`src/rtl/col_raster_pkg.sv`:
```
package col_raster_pkg;

  typedef enum logic [1:0] {
    ST_IDLE  = 2'd0,
    ST_TEXEL = 2'd1,
    ST_REMAP = 2'd2,
    ST_STORE = 2'd3
  } seq_state_t;

  localparam int REG_AW     = 4;
  localparam int NUM_CFG    = 7;

  localparam logic [REG_AW-1:0] OFS_TEX    = 4'd0;
  localparam logic [REG_AW-1:0] OFS_LUT    = 4'd1;
  localparam logic [REG_AW-1:0] OFS_DEST   = 4'd2;
  localparam logic [REG_AW-1:0] OFS_COORD  = 4'd3;
  localparam logic [REG_AW-1:0] OFS_STEP   = 4'd4;
  localparam logic [REG_AW-1:0] OFS_WRAP   = 4'd5;
  localparam logic [REG_AW-1:0] OFS_COUNT  = 4'd6;
  localparam logic [REG_AW-1:0] OFS_GO     = 4'd7;
  localparam logic [REG_AW-1:0] OFS_STATUS = 4'd8;

endpackage

```
`src/rtl/col_raster_regs.sv`:
```
module col_raster_regs
  import col_raster_pkg::*;
#(
  parameter int DATA_W = 32
) (
  input  logic                      clk,
  input  logic                      rst,
  input  logic                      reg_we,
  input  logic [REG_AW-1:0]         reg_addr,
  input  logic [DATA_W-1:0]         reg_wdata,
  output logic [DATA_W-1:0]         reg_rdata,
  input  logic                      busy,
  input  logic                      done,
  output logic [NUM_CFG*DATA_W-1:0] cfg_flat,
  output logic                      start
);

  logic [DATA_W-1:0] cfg_q [NUM_CFG];

  for (genvar g = 0; g < NUM_CFG; g++) begin : g_cfg
    always_ff @(posedge clk) begin
      if (rst) begin
        cfg_q[g] <= '0;
      end else if (reg_we && reg_addr == REG_AW'(g)) begin
        cfg_q[g] <= reg_wdata;
      end
    end
    assign cfg_flat[g*DATA_W +: DATA_W] = cfg_q[g];
  end

  assign start = reg_we && (reg_addr == OFS_GO) && !busy;

  always_ff @(posedge clk) begin
    if (rst) begin
      reg_rdata <= '0;
    end else if (reg_addr < REG_AW'(NUM_CFG)) begin
      reg_rdata <= cfg_q[reg_addr[2:0]];
    end else if (reg_addr == OFS_STATUS) begin
      reg_rdata <= {{(DATA_W-2){1'b0}}, done, busy};
    end else begin
      reg_rdata <= '0;
    end
  end

endmodule

```
`src/rtl/col_raster_coord.sv`:
```
module col_raster_coord #(
  parameter int COORD_W = 32
) (
  input  logic [COORD_W-1:0] coord,
  input  logic [COORD_W-1:0] step,
  input  logic [COORD_W-1:0] wrap,
  output logic [COORD_W-1:0] coord_next
);

  logic [COORD_W-1:0] sum;

  always_comb begin
    sum = coord + step;
    if (sum >= wrap) begin
      coord_next = sum - wrap;
    end else begin
      coord_next = sum;
    end
  end

endmodule

```
`src/rtl/col_raster_seq.sv`:
```
module col_raster_seq
  import col_raster_pkg::*;
#(
  parameter int ADDR_W  = 32,
  parameter int COORD_W = 32,
  parameter int FRAC_W  = 16,
  parameter int CNT_W   = 32,
  parameter int PIX_W   = 8,
  parameter int STRIDE  = 320
) (
  input  logic               clk,
  input  logic               rst,
  input  logic               start,
  input  logic [ADDR_W-1:0]  cfg_tex,
  input  logic [ADDR_W-1:0]  cfg_lut,
  input  logic [ADDR_W-1:0]  cfg_dest,
  input  logic [COORD_W-1:0] cfg_coord,
  input  logic [COORD_W-1:0] cfg_step,
  input  logic [COORD_W-1:0] cfg_wrap,
  input  logic [CNT_W-1:0]   cfg_count,
  output logic               mem_req,
  output logic               mem_we,
  output logic [ADDR_W-1:0]  mem_addr,
  output logic [PIX_W-1:0]   mem_wdata,
  input  logic               mem_ack,
  input  logic [PIX_W-1:0]   mem_rdata,
  output logic               busy,
  output logic               done
);

  localparam int IDX_W = COORD_W - FRAC_W;

  seq_state_t         state_q;
  logic [ADDR_W-1:0]  tex_q, lut_q, dest_q;
  logic [COORD_W-1:0] coord_q, step_q, wrap_q;
  logic [CNT_W-1:0]   cnt_q;
  logic [COORD_W-1:0] coord_nx;

  col_raster_coord #(.COORD_W(COORD_W)) u_coord (
    .coord      (coord_q),
    .step       (step_q),
    .wrap       (wrap_q),
    .coord_next (coord_nx)
  );

  function automatic logic [ADDR_W-1:0] texel_addr(input logic [ADDR_W-1:0] base,
                                                  input logic [COORD_W-1:0] c);
    logic [IDX_W-1:0] idx;
    idx = c[COORD_W-1:FRAC_W];
    return base + ADDR_W'(idx);
  endfunction

  assign busy = (state_q != ST_IDLE);

  always_ff @(posedge clk) begin
    if (rst) begin
      state_q   <= ST_IDLE;
      mem_req   <= 1'b0;
      mem_we    <= 1'b0;
      mem_addr  <= '0;
      mem_wdata <= '0;
      done      <= 1'b0;
      tex_q     <= '0;
      lut_q     <= '0;
      dest_q    <= '0;
      coord_q   <= '0;
      step_q    <= '0;
      wrap_q    <= '0;
      cnt_q     <= '0;
    end else begin
      case (state_q)
        ST_IDLE: begin
          if (start) begin
            tex_q   <= cfg_tex;
            lut_q   <= cfg_lut;
            dest_q  <= cfg_dest;
            coord_q <= cfg_coord;
            step_q  <= cfg_step;
            wrap_q  <= cfg_wrap;
            cnt_q   <= cfg_count;
            if (cfg_count == '0) begin
              done <= 1'b1;
            end else begin
              done     <= 1'b0;
              state_q  <= ST_TEXEL;
              mem_req  <= 1'b1;
              mem_we   <= 1'b0;
              mem_addr <= texel_addr(cfg_tex, cfg_coord);
            end
          end
        end
        ST_TEXEL: begin
          if (mem_ack) begin
            mem_addr <= lut_q + ADDR_W'(mem_rdata);
            state_q  <= ST_REMAP;
          end
        end
        ST_REMAP: begin
          if (mem_ack) begin
            mem_we    <= 1'b1;
            mem_wdata <= mem_rdata;
            mem_addr  <= dest_q;
            state_q   <= ST_STORE;
          end
        end
        ST_STORE: begin
          if (mem_ack) begin
            dest_q  <= dest_q + ADDR_W'(STRIDE);
            coord_q <= coord_nx;
            cnt_q   <= cnt_q - 1'b1;
            mem_we  <= 1'b0;
            if (cnt_q == CNT_W'(1)) begin
              state_q <= ST_IDLE;
              mem_req <= 1'b0;
              done    <= 1'b1;
            end else begin
              state_q  <= ST_TEXEL;
              mem_addr <= texel_addr(tex_q, coord_nx);
            end
          end
        end
        default: state_q <= ST_IDLE;
      endcase
    end
  end

endmodule

```
`src/rtl/col_raster.sv`:
```
module col_raster
  import col_raster_pkg::*;
#(
  parameter int DATA_W  = 32,
  parameter int ADDR_W  = 32,
  parameter int COORD_W = 32,
  parameter int FRAC_W  = 16,
  parameter int CNT_W   = 32,
  parameter int PIX_W   = 8,
  parameter int STRIDE  = 320
) (
  input  logic              clk,
  input  logic              rst,
  input  logic              reg_we,
  input  logic [3:0]        reg_addr,
  input  logic [DATA_W-1:0] reg_wdata,
  output logic [DATA_W-1:0] reg_rdata,
  output logic              mem_req,
  output logic              mem_we,
  output logic [ADDR_W-1:0] mem_addr,
  output logic [PIX_W-1:0]  mem_wdata,
  input  logic              mem_ack,
  input  logic [PIX_W-1:0]  mem_rdata
);

  logic                      busy_w, done_w, start_w;
  logic [NUM_CFG*DATA_W-1:0] cfg_flat;

  col_raster_regs #(.DATA_W(DATA_W)) u_regs (
    .clk       (clk),
    .rst       (rst),
    .reg_we    (reg_we),
    .reg_addr  (reg_addr),
    .reg_wdata (reg_wdata),
    .reg_rdata (reg_rdata),
    .busy      (busy_w),
    .done      (done_w),
    .cfg_flat  (cfg_flat),
    .start     (start_w)
  );

  col_raster_seq #(
    .ADDR_W (ADDR_W), .COORD_W(COORD_W), .FRAC_W(FRAC_W),
    .CNT_W  (CNT_W),  .PIX_W  (PIX_W),   .STRIDE(STRIDE)
  ) u_seq (
    .clk       (clk),
    .rst       (rst),
    .start     (start_w),
    .cfg_tex   (cfg_flat[0*DATA_W +: ADDR_W]),
    .cfg_lut   (cfg_flat[1*DATA_W +: ADDR_W]),
    .cfg_dest  (cfg_flat[2*DATA_W +: ADDR_W]),
    .cfg_coord (cfg_flat[3*DATA_W +: COORD_W]),
    .cfg_step  (cfg_flat[4*DATA_W +: COORD_W]),
    .cfg_wrap  (cfg_flat[5*DATA_W +: COORD_W]),
    .cfg_count (cfg_flat[6*DATA_W +: CNT_W]),
    .mem_req   (mem_req),
    .mem_we    (mem_we),
    .mem_addr  (mem_addr),
    .mem_wdata (mem_wdata),
    .mem_ack   (mem_ack),
    .mem_rdata (mem_rdata),
    .busy      (busy_w),
    .done      (done_w)
  );

endmodule

```
`config.mk`:
```
export PLATFORM = sky130hd
export DESIGN_NAME = col_raster
export DESIGN_NICKNAME = d
export VERILOG_FILES = /design/src/rtl/col_raster_pkg.sv /design/src/rtl/col_raster_regs.sv /design/src/rtl/col_raster_coord.sv /design/src/rtl/col_raster_seq.sv /design/src/rtl/col_raster.sv
export SDC_FILE = /design/constraint.sdc
export NUM_CORES = 1
export LEC_CHECK = 0
export BUFFER_PORTS_ARGS = -buffer_cell sky130_fd_sc_hd__buf_4
export CORE_ASPECT_RATIO = 1.2
export CORE_MARGIN = 3
export CORE_UTILIZATION = 45
export DETAILED_ROUTE_END_ITERATION = 8
export HOLD_SLACK_MARGIN = 0.08
export PLACE_DENSITY = 0.61
export SYNTH_ARGS = -nofsm -noshare
export SYNTH_HDL_FRONTEND = slang
export SYNTH_HIERARCHICAL = 1
export SYNTH_SLANG_ARGS = --single-unit
```
`constraint.sdc`:
```
create_clock -name clk -period 6.55 [get_ports clk]
set_clock_uncertainty 0.1 [all_clocks]
set_input_delay 0.9825 -clock clk [delete_from_list [all_inputs] [get_ports clk]]
set_output_delay 0.9825 -clock clk [all_outputs]
set_load 0.05 [all_outputs]
```
[Yosys cells after proc, flatten, opt, wreduce, memory -nomap -nowiden]
Memories as Yosys holds them, arrays and structs flattened. A register that Yosys moved wholly into a read port is not among the register bits.
Cells that the tools add are included.
Word-level totals
  memory bits (writable): 224
  memories: 1
  input bits: 48
  word-level logic and storage cells: 142
  flip-flop bits (word level): 205
Memories
  u_regs.cfg_q: depth 7, bits a word 32, rd ports 8, clocked after memory_dff 3, write ports 7, line col_raster_regs.sv:18  | logic [DATA_W-1:0] cfg_q [NUM_CFG];
Cells by class
  order comparisons: 2
  reduce and logical (&&, ||, !) cells: 24
  multiplexer cells: 71
  eq/ne operators: 19
  add/sub/neg operators: 7
  bitwise operators: 7
Operators with widths (count)
  32-bit 2-to-1 mux: 21
  32-bit one-hot mux with 2 select lines: 3
  32-bit one-hot mux with 4 select lines: 1
  32-bit by 16-bit adder with 32-bit output: 2
  1-bit 2-to-1 mux: 36
  32-bit adder: 1
  32-bit by 8-bit adder with 32-bit output: 1
  32-bit by 9-bit adder with 32-bit output (second input constant): 1
  32-bit by 1-bit equality test with 1-bit output (second input constant): 1
  32-bit >= comparator: 1
  32-bit zero test: 1
  32-bit by 1-bit subtractor with 32-bit output (second input constant): 1
  32-bit subtractor: 1
  4-bit by 3-bit equality test with 1-bit output (second input constant): 4
  5-bit AND reduction: 3
  2-bit 2-to-1 mux: 6
  2-bit inequality test (second input constant): 6
  1-bit logical AND: 9
  4-bit by 2-bit equality test with 1-bit output (second input constant): 2
  2-bit one-hot mux with 4 select lines: 1
  1-bit OR: 7
  6-bit AND reduction: 1
  2-bit equality test (second input constant): 2
  4-bit by 1-bit equality test with 1-bit output (second input constant): 1
  other kinds (14): 17

[Logic depth before layout (Yosys ltp)]
Gate-level depths: netlist of the first run.
  depth in word-level cells: 7
  gate-level depth with buffers: 32
  depth with buffers taken out: 31

[By module]
Netlist of the first run, hierarchy kept.
By module, submodules not included
  col_raster_seq: sequential area each 5385.2 µm², cells each 1999, times used 1, area an instance 15079.5 µm²
  col_raster_regs: sequential area each 7367.1 µm², cells each 757, times used 1, area an instance 11076.9 µm²
  col_raster_coord: sequential area each 0.0 µm², cells each 573, times used 1, area an instance 3866.2 µm²

[Least setup slack after synthesis of the first run]
Ideal clock, no wire load.
  path kind: register -> register
  start point: reg u_seq.coord_q[0]
  end point: reg u_seq.mem_addr[20]
  period minus slack after synthesis: 6.814 ns
  cell stages (with the launch flop): 33
  setup time: 0.092 ns
  arrival: 6.622 ns
  slack: -0.264 ns
  cell sequence: dfxtp_1 > ha_1 > fa_1 > a211oi_1 > o21bai_1 > a21oi_1 > nor2_1 > or4_1 > a31oi_1 > o21ai_0 > xor2_1 > ha_1 > inv_1 > o21bai_1 > a21oi_1 > nand2_1 > a41oi_1 > a211oi_1 > a211oi_4 > buf_2 > nand2_1 > o21ai_0 > ha_1 > inv_1 > fa_1 > nand2b_1 > a21oi_1 > o21a_1 > a211o_1 > or4b_1 > a21oi_1 > a211oi_1 > o32ai_1
Between the ends
  word-level cells in the longest chain between the ends: 7
  elaborated cells between the ends (all ways): 8
Ends and longest elaborated chain
  from (decl): line col_raster_seq.sv:35  | logic [COORD_W-1:0] coord_q, step_q, wrap_q;
  from (signal assigned): line col_raster_seq.sv:77  | coord_q <= cfg_coord;
  from (signal assigned): line col_raster_seq.sv:109  | coord_q <= coord_nx;
  32-bit adder *: line col_raster_coord.sv:13  | sum = coord + step;
  32-bit subtractor / 32-bit >= comparator (equally long branches): line col_raster_coord.sv:15, col_raster_coord.sv:14
  32-bit 2-to-1 mux *: line col_raster_coord.sv:14  | if (sum >= wrap) begin
  named net u_seq.coord_nx[16]: line col_raster_seq.sv:37  | logic [COORD_W-1:0] coord_nx;
  32-bit by 16-bit adder with 32-bit output *: line col_raster_seq.sv:50  | return base + ADDR_W'(idx);
  32-bit 2-to-1 mux *: line col_raster_seq.sv:112  | if (cnt_q == CNT_W'(1)) begin
  32-bit 2-to-1 mux *: line col_raster_seq.sv:107  | if (mem_ack) begin
  32-bit one-hot mux with 4 select lines *: line col_raster_seq.sv:71  | case (state_q)
  to (signal assigned): line col_raster_seq.sv:88  | mem_addr <= texel_addr(cfg_tex, cfg_coord);
  to (signal assigned): line col_raster_seq.sv:102  | mem_addr <= dest_q;
  to (signal assigned): line col_raster_seq.sv:118  | mem_addr <= texel_addr(tex_q, coord_nx);
  to (decl): line col_raster_seq.sv:23  | output logic [ADDR_W-1:0] mem_addr,
Mark *: on every way through the listed nets, which the timed path passes. The rest lies on a longest branch. The select of a mux whose other input is x is not followed.
A chain may end at the register's enable or synchronous reset.

[Worst setup path in the final report of the first run]
  start point: reg u_seq.step_q[0] (read register of u_regs.cfg_q)
  end point: reg u_seq.mem_addr[20]
Between the ends
  word-level cells in the longest chain between the ends: 7
  elaborated cells between the ends (all ways): 8
Ends and longest elaborated chain (line)
  from (decl): col_raster_seq.sv:35
  32-bit adder *: col_raster_coord.sv:13
  32-bit subtractor / 32-bit >= comparator (equally long branches): col_raster_coord.sv:15, col_raster_coord.sv:14
  32-bit 2-to-1 mux *: col_raster_coord.sv:14
  named net u_seq.coord_nx[29]: col_raster_seq.sv:37
  32-bit by 16-bit adder with 32-bit output *: col_raster_seq.sv:50
  32-bit 2-to-1 mux *: col_raster_seq.sv:112
  32-bit 2-to-1 mux *: col_raster_seq.sv:107
  32-bit one-hot mux with 4 select lines *: col_raster_seq.sv:71
Marked as above.

==> impl_metrics.tcl, run 1 <==
set metrics [dict create \
    wirelength_um 114000 \
    firstDrtPassIters 8 \
    p_sw_mw 6.32 \
    cts_num_sinks 525 \
    crit_arrival_ps 6920 \
    cts_buffer_depth 3 \
    min_period_over_period 0.995 \
    first_global_vias 26100 \
    hold_viol_final 0 \
    htreeDepth 2 \
    synth_ff_type "dfxtp_1" \
    die-area_um2 69900 \
    core_um2 66000 \
    grt_usage 0.315 \
    overflow 0 \
    drtIter0Drc 2578 \
    ys_seq_area_frac 0.425 \
    p_int_mw 9.29 \
    status "finished clean" \
    required_ps 6950 \
    antenna_found_initial 7 \
    max_freq_mhz 153 \
    ys_types 96 \
    clkTransAtPathRegs_ps 60 \
    ys_warn_count 6 \
    cts_inserted_buffers 55 \
    die_w_um 242 \
    avgSynthCellArea_um2 9.02 \
    initial_core_util 0.455 \
    post_drt_wl_per_cell_um 25.4 \
    ys_async_sr_fraction 0 \
    grt_max_degree 84 \
    worstSetupEndpointType "flop" \
    route.detailed.drc 0 \
    critPathSlowestCell "or4_4" \
    hold_path_class "reg2reg" \
    cts-root-buf "clkbuf_16" \
    setup_tns_ps 0 \
    nFillCells 6107 \
    p_leak_nw 13.5 \
    areaGrowthSynthToFinish_pct 20.0 \
    place_area_um2 33000 \
    critPathMaxStageDelay_ps 500 \
    hpwl_um 84100 \
    irDropWorstVdd_mv 0.379 \
    rsz0062_at_grt "true" \
    worst-path-buf-inv 3 \
    setup_viol 0 \
    clk_latency_ps 660 \
    path_class "reg2reg" \
    antenna_left 0 \
    synthesis.nets 3493 \
    final_common_cell "nand2_1" \
    io_pins 122 \
    fin_crit_ps 6520 \
    rows 103 \
    io_buffers 121 \
    p_per_area_nw_per_um2 433 \
    register_area_um2 12800 \
    switching_share 0.405 \
    layout_common_cells "467 x nand2_1, 355 x buf_4, 334 x a21oi_1" \
    power_frac_comb 0.524 \
    gp_congestion 1.00 \
    synth_top_cell_by_area "edfxtp_1" \
    ys_top_cells_by_area "edfxtp_1 22%, dfxtp_1 20%, a21oi_1 5.9%" \
    viasPerCell 6.02 \
    drive_gt1_frac 0.203 \
    vias 27000 \
    drv_cap 0 \
    synth_edf_count 224 \
    holdWs_ps 356 \
    synth_top_area_frac 0.224 \
    crit_top_cell "buf_4" \
    fin_area_um2 36000 \
    grt_pass1_wl_um 167000 \
    ys_ff_latch 525 \
    multiInputGateArea_um2 17000 \
    seqPwrFrac 0.262 \
    synth_area_um2 30000 \
    final-max-slew-violation-count 0 \
    worstMarginPinSlew_ps 1120 \
    clkPwrFrac 0.213 \
    postSynthCellCount 3329 \
    cts_tree "yes" \
    total_power_mw 15.6 \
    num-nets-final 3706 \
    critical_path.top_delay_family "compound AO/OA/AOI/OAI gates" \
    relSlewSlack 0.254 \
    crit_fanout 5 \
    fp.dieH_um 289 \
    cp-start-kind "flop" \
]
==> per-layer routing <==
metal	track usage	share of wire
met4	0.193	0.070
met2	0.533	0.48
met5	0	0.000097
met1	0.383	0.39
met3	0.0434	0.068
==> through the flow <==
step | setup slack, ps | cells | util
finish | 32.4 | 4484 | 0.546
global route | -165 | 4481 | 0.546
CTS | 6.16 | 4470 | 0.537
detailed placement | -590 | 4357 | 0.501
global placement | -538 | 4357 | 0.501
floorplan | 4.05 | 3329 | -
==> sequential cells by signal, indices dropped and copies added, names as in the netlist <==
| signal | cells |
|---|---|
| u_seq/mem_we | 1 |
| u_seq/coord_q | 32 |
| u_seq/cnt_q | 32 |
| u_regs/cfg_q | 224 |
| u_seq/lut_q | 32 |
| u_seq/mem_addr | 32 |
| u_seq/done | 1 |
| u_seq/mem_wdata | 8 |
| u_seq/mem_req | 1 |
| u_seq/tex_q | 32 |
| u_seq/dest_q | 32 |
| u_regs/reg_rdata | 32 |
| u_seq/step_q | 32 |
| u_seq/state_q | 2 |
| u_seq/wrap_q | 32 |
==> tightest hold or removal path, delay by kind of cell (launching register included) <==
kind	cells	cell delay [ps]
AOI/OAI and AO/OA	1	50
DFF	1	310
and+or+nand+nor	1	50
==> power groups by stage <==
stage	Clock, mW	Combinational [mW]	Sequential, mW
after floorplan	0	3.98	4.23
after global placement	0	6.85	4.14
after detailed placement	0	6.91	4.15
after CTS	3.38	7.54	4.09
after global routing	3.49	8.77	4.13
final	3.33	8.18	4.09
==> final timing paths <==
path	start	endpoint	slack (ps)	cells after the start
hold reg to reg	u_seq/wrap_q[27]$_SDFFE_PP0P_	u_seq/wrap_q[27]$_SDFFE_PP0P_	360	2
setup / recovery	u_seq/step_q[0]$_SDFFE_PP0P_	u_seq/mem_addr[20]$_SDFFE_PP0P_	30	29
hold / removal	u_seq/wrap_q[27]$_SDFFE_PP0P_	u_seq/wrap_q[27]$_SDFFE_PP0P_	360	2
setup reg to reg	u_seq/step_q[0]$_SDFFE_PP0P_	u_seq/mem_addr[20]$_SDFFE_PP0P_	30	29
==> cells by family after synthesis <==
kind of cell,synth area share
AO/OA/AOI/OAI,0.186
buffers and inverters,0.0400
flip-flops,0.425
adder cells (fa/ha/maj),0.0496
AND/OR/NAND/NOR,0.207
XOR/XNOR,0.0379
multiplexers,0.0550
==> final cells by class <==
cell class,count,area share
Clock inverter,36,0.0114
Antenna cell,3,0.000208
Clock buffer,68,0.0421
Multi-Input combinational cell,2503,0.472
Sequential cell,525,0.354
Timing Repair Buffer,369,0.0797
Tap cell,892,0.0310
Inverter,88,0.00917
==> synthesized netlist by cell type, types with 8 or more instances <==
master	count
nand2_1	473
a21oi_1	356
dfxtp_1	301
and2_1	243
edfxtp_1	224
nor2_1	186
clkbuf_1	167
o21ai_0	137
ha_1	111
inv_1	86
xnor2_1	85
nand2b_1	80
a211oi_1	74
nand3_1	62
nor3_1	52
mux2_2	51
o211ai_1	49
a21o_1	48
xor2_1	45
mux2i_1	40
nand4_1	39
mux4_2	30
a22oi_1	24
and3_1	22
nor4_1	22
buf_2	21
a221oi_1	18
o22ai_1	18
o31ai_1	18
o21bai_1	17
a31oi_1	16
or3_1	13
buf_1	12
o32ai_1	9
nor2b_1	8
or2_2	8
==> repair_timing <==
item,4_1_cts,5_1_grt
cloned,1,0
hold buffers,0,0
endpoints found under the hold margin,0,0
pin swaps,45,49
buffers inserted,9,11
endpoints found under the setup margin,27,28
gates resized for setup,78,105
Note: power is estimated with default switching activity, not from simulation.
==> inputs of run 2 (changes only) <==
CORE_UTILIZATION = 50   (was 45)
PLACE_DENSITY = 0.64   (was 0.61)
SKIP_CTS_REPAIR_TIMING = 1   (was not set)
clock period = 6.7 ns   (was 6.55 ns; I/O delays follow)
==> run 2 against run 1 <==
The flow now finishes with violations (setup timing). Clock-buffer cell count rose by 4. Sequential cell count is the same. Register-to-register slack lost 70 ps. Sequential share of layout area up 0.48 points. Non-clock buffer count shrank 17. Hold slack worse by 3.9 ps. Worst setup slack got worse by 68 ps. Critical path type unchanged.
==> impl_metrics.tcl, run 2 (synthesized netlist as in run 1, its figures left out) <==
set metrics [dict create \
    status "complete, but fails checks" \
    violations "setup timing" \
    hpwl_um 81500 \
    top_register "u_regs/cfg_q" \
    p_per_area_nw_per_um2 418 \
    drive_gt1_frac 0.191 \
    drv_cap 0 \
    irDropWorstVdd_mv 0.318 \
    setup_viol 1 \
    hold_path_class "reg2reg" \
    rsz0062_at_grt "true" \
    viasPerCell 6.18 \
    antenna_left 0 \
    worst-path-buf-inv 5 \
    critPathMaxStageDelay_ps 480 \
    gp_congestion 0.941 \
    grt_max_degree 92 \
    die-area_um2 63000 \
    relSlewSlack 0.251 \
    p_leak_nw 13.3 \
    fin_crit_ps 6740 \
    layout_common_cells "468 x nand2_1, 341 x a21oi_1, 339 x buf_4" \
    post_drt_wl_per_cell_um 25.5 \
    die_w_um 230 \
    cts_buffer_depth 3 \
    io_pins 122 \
    final-max-slew-violation-count 0 \
    crit_fanout 7 \
    cts-root-buf "clkbuf_16" \
    htreeDepth 2 \
    dp_slack_ps -646 \
    cts_tree "yes" \
    rows 97 \
    hold_viol_final 0 \
    wirelength_um 111000 \
    max_freq_mhz 148 \
    initial_core_util 0.510 \
    nFillCells 5092 \
    grt_usage 0.338 \
    fin_util 0.604 \
    worstSetupEndpointType "flop" \
    min_period_over_period 1.01 \
    clk_latency_ps 630 \
    clkTransAtPathRegs_ps 60 \
    num-nets-final 3688 \
    fp.dieH_um 274 \
    cp-start-kind "flop" \
    worstMarginPinSlew_ps 1120 \
    largest_reg_flops 224 \
    overflow 0 \
    fin_area_um2 35600 \
    cts_num_sinks 525 \
    place_area_um2 32700 \
    first_global_vias 25300 \
    antenna_found_initial 4 \
    final_common_cell "nand2_1" \
    areaGrowthSynthToFinish_pct 18.4 \
    drtIter0Drc 2810 \
    core_um2 58900 \
    io_buffers 121 \
    required_ps 7140 \
    route.detailed.drc 0 \
    vias 27000 \
    path_class "reg2reg" \
    fin_ws_ps -35.9 \
    firstDrtPassIters 8 \
    cts_inserted_buffers 54 \
    critical_path.top_delay_family "compound AO/OA/AOI/OAI gates" \
    crit_arrival_ps 7180 \
    grt_pass1_wl_um 161000 \
    critPathSlowestCell "or4b_4" \
]
==> run 2: changes by cell type in the layout (fill, tap and decap cells not counted), moves of 4 or more <==
| cell | previous run | this run |
|---|---|---|
| mux2_2 | 42 | 47 |
| clkbuf_1 | 5 | 9 |
| ha_1 | 93 | 97 |
| mux2_4 | 9 | 4 |
| a21oi_2 | 22 | 17 |
| ha_2 | 0 | 4 |
| ha_4 | 18 | 10 |
| clkinvlp_4 | 1 | 6 |
| a21oi_1 | 334 | 341 |
| buf_4 | 355 | 339 |
| clkinv_2 | 20 | 7 |
==> run 2: layout make-up <==
class	count	area, um^2	share of cell area
Antenna cell	3	7.51	0.000211
Clock buffer	72	1550	0.0437
Clock inverter	30	415	0.0117
Inverter	88	330	0.00929
Multi-Input combinational cell	2503	16800	0.471
Sequential cell	525	12800	0.359
Tap cell	792	991	0.0279
Timing Repair Buffer	352	2740	0.0770
==> run 2: worst paths after layout <==
path | start | endpoint | slack, ps | depth (start not counted)
worst max-delay path | u_seq/coord_q[0]$_SDFFE_PP0P_ | u_seq/mem_addr[20]$_SDFFE_PP0P_ | -40 | 32
worst min-delay path | u_seq/mem_addr[6]$_SDFFE_PP0P_ | u_seq/mem_addr[6]$_SDFFE_PP0P_ | 350 | 2
worst max register to register | u_seq/coord_q[0]$_SDFFE_PP0P_ | u_seq/mem_addr[20]$_SDFFE_PP0P_ | -40 | 32
worst min register to register | u_seq/mem_addr[6]$_SDFFE_PP0P_ | u_seq/mem_addr[6]$_SDFFE_PP0P_ | 350 | 2
==> run 2: report_power, final <==
group / leakage (nW) / internal (mW) / switching (mW) / total (mW)
clock: 0.949 / 1.96 / 1.37 / 3.33
sequential: 4.59 / 3.66 / 0.341 / 4.00
combinational: 7.74 / 3.35 / 4.17 / 7.53
total: 13.3 / 8.97 / 5.89 / 14.9
==> run 2: per-stage QoR <==
step                      cells  power, mW  hold slack (ps)  setup TNS, ps
after floorplan            3329       8.02              336              0
after global placement     4239       10.6              340          -7840
after detailed placement   4239       10.7              348         -11580
after CTS                  4341       14.0              356         -13910
after global routing       4362       15.6              379          -2040
final                      4365       14.9              352          -35.9
==> run 2: metal layers <==
metal / routed length (um) / GRT usage / vias to the layer above
met4: 7070 / 0.169 / 4
met5: 27 / 0 / -
met1: 43000 / 0.421 / 13000
li1: - / - / 12400
met3: 8990 / 0.0624 / 322
met2: 52100 / 0.562 / 1262
==> run 2: worst min-delay path, delay by kind of cell (launching register included) <==
kind	cells	cell delay [ps]
simple gates	1	50
compound gates	1	50
flops	1	310
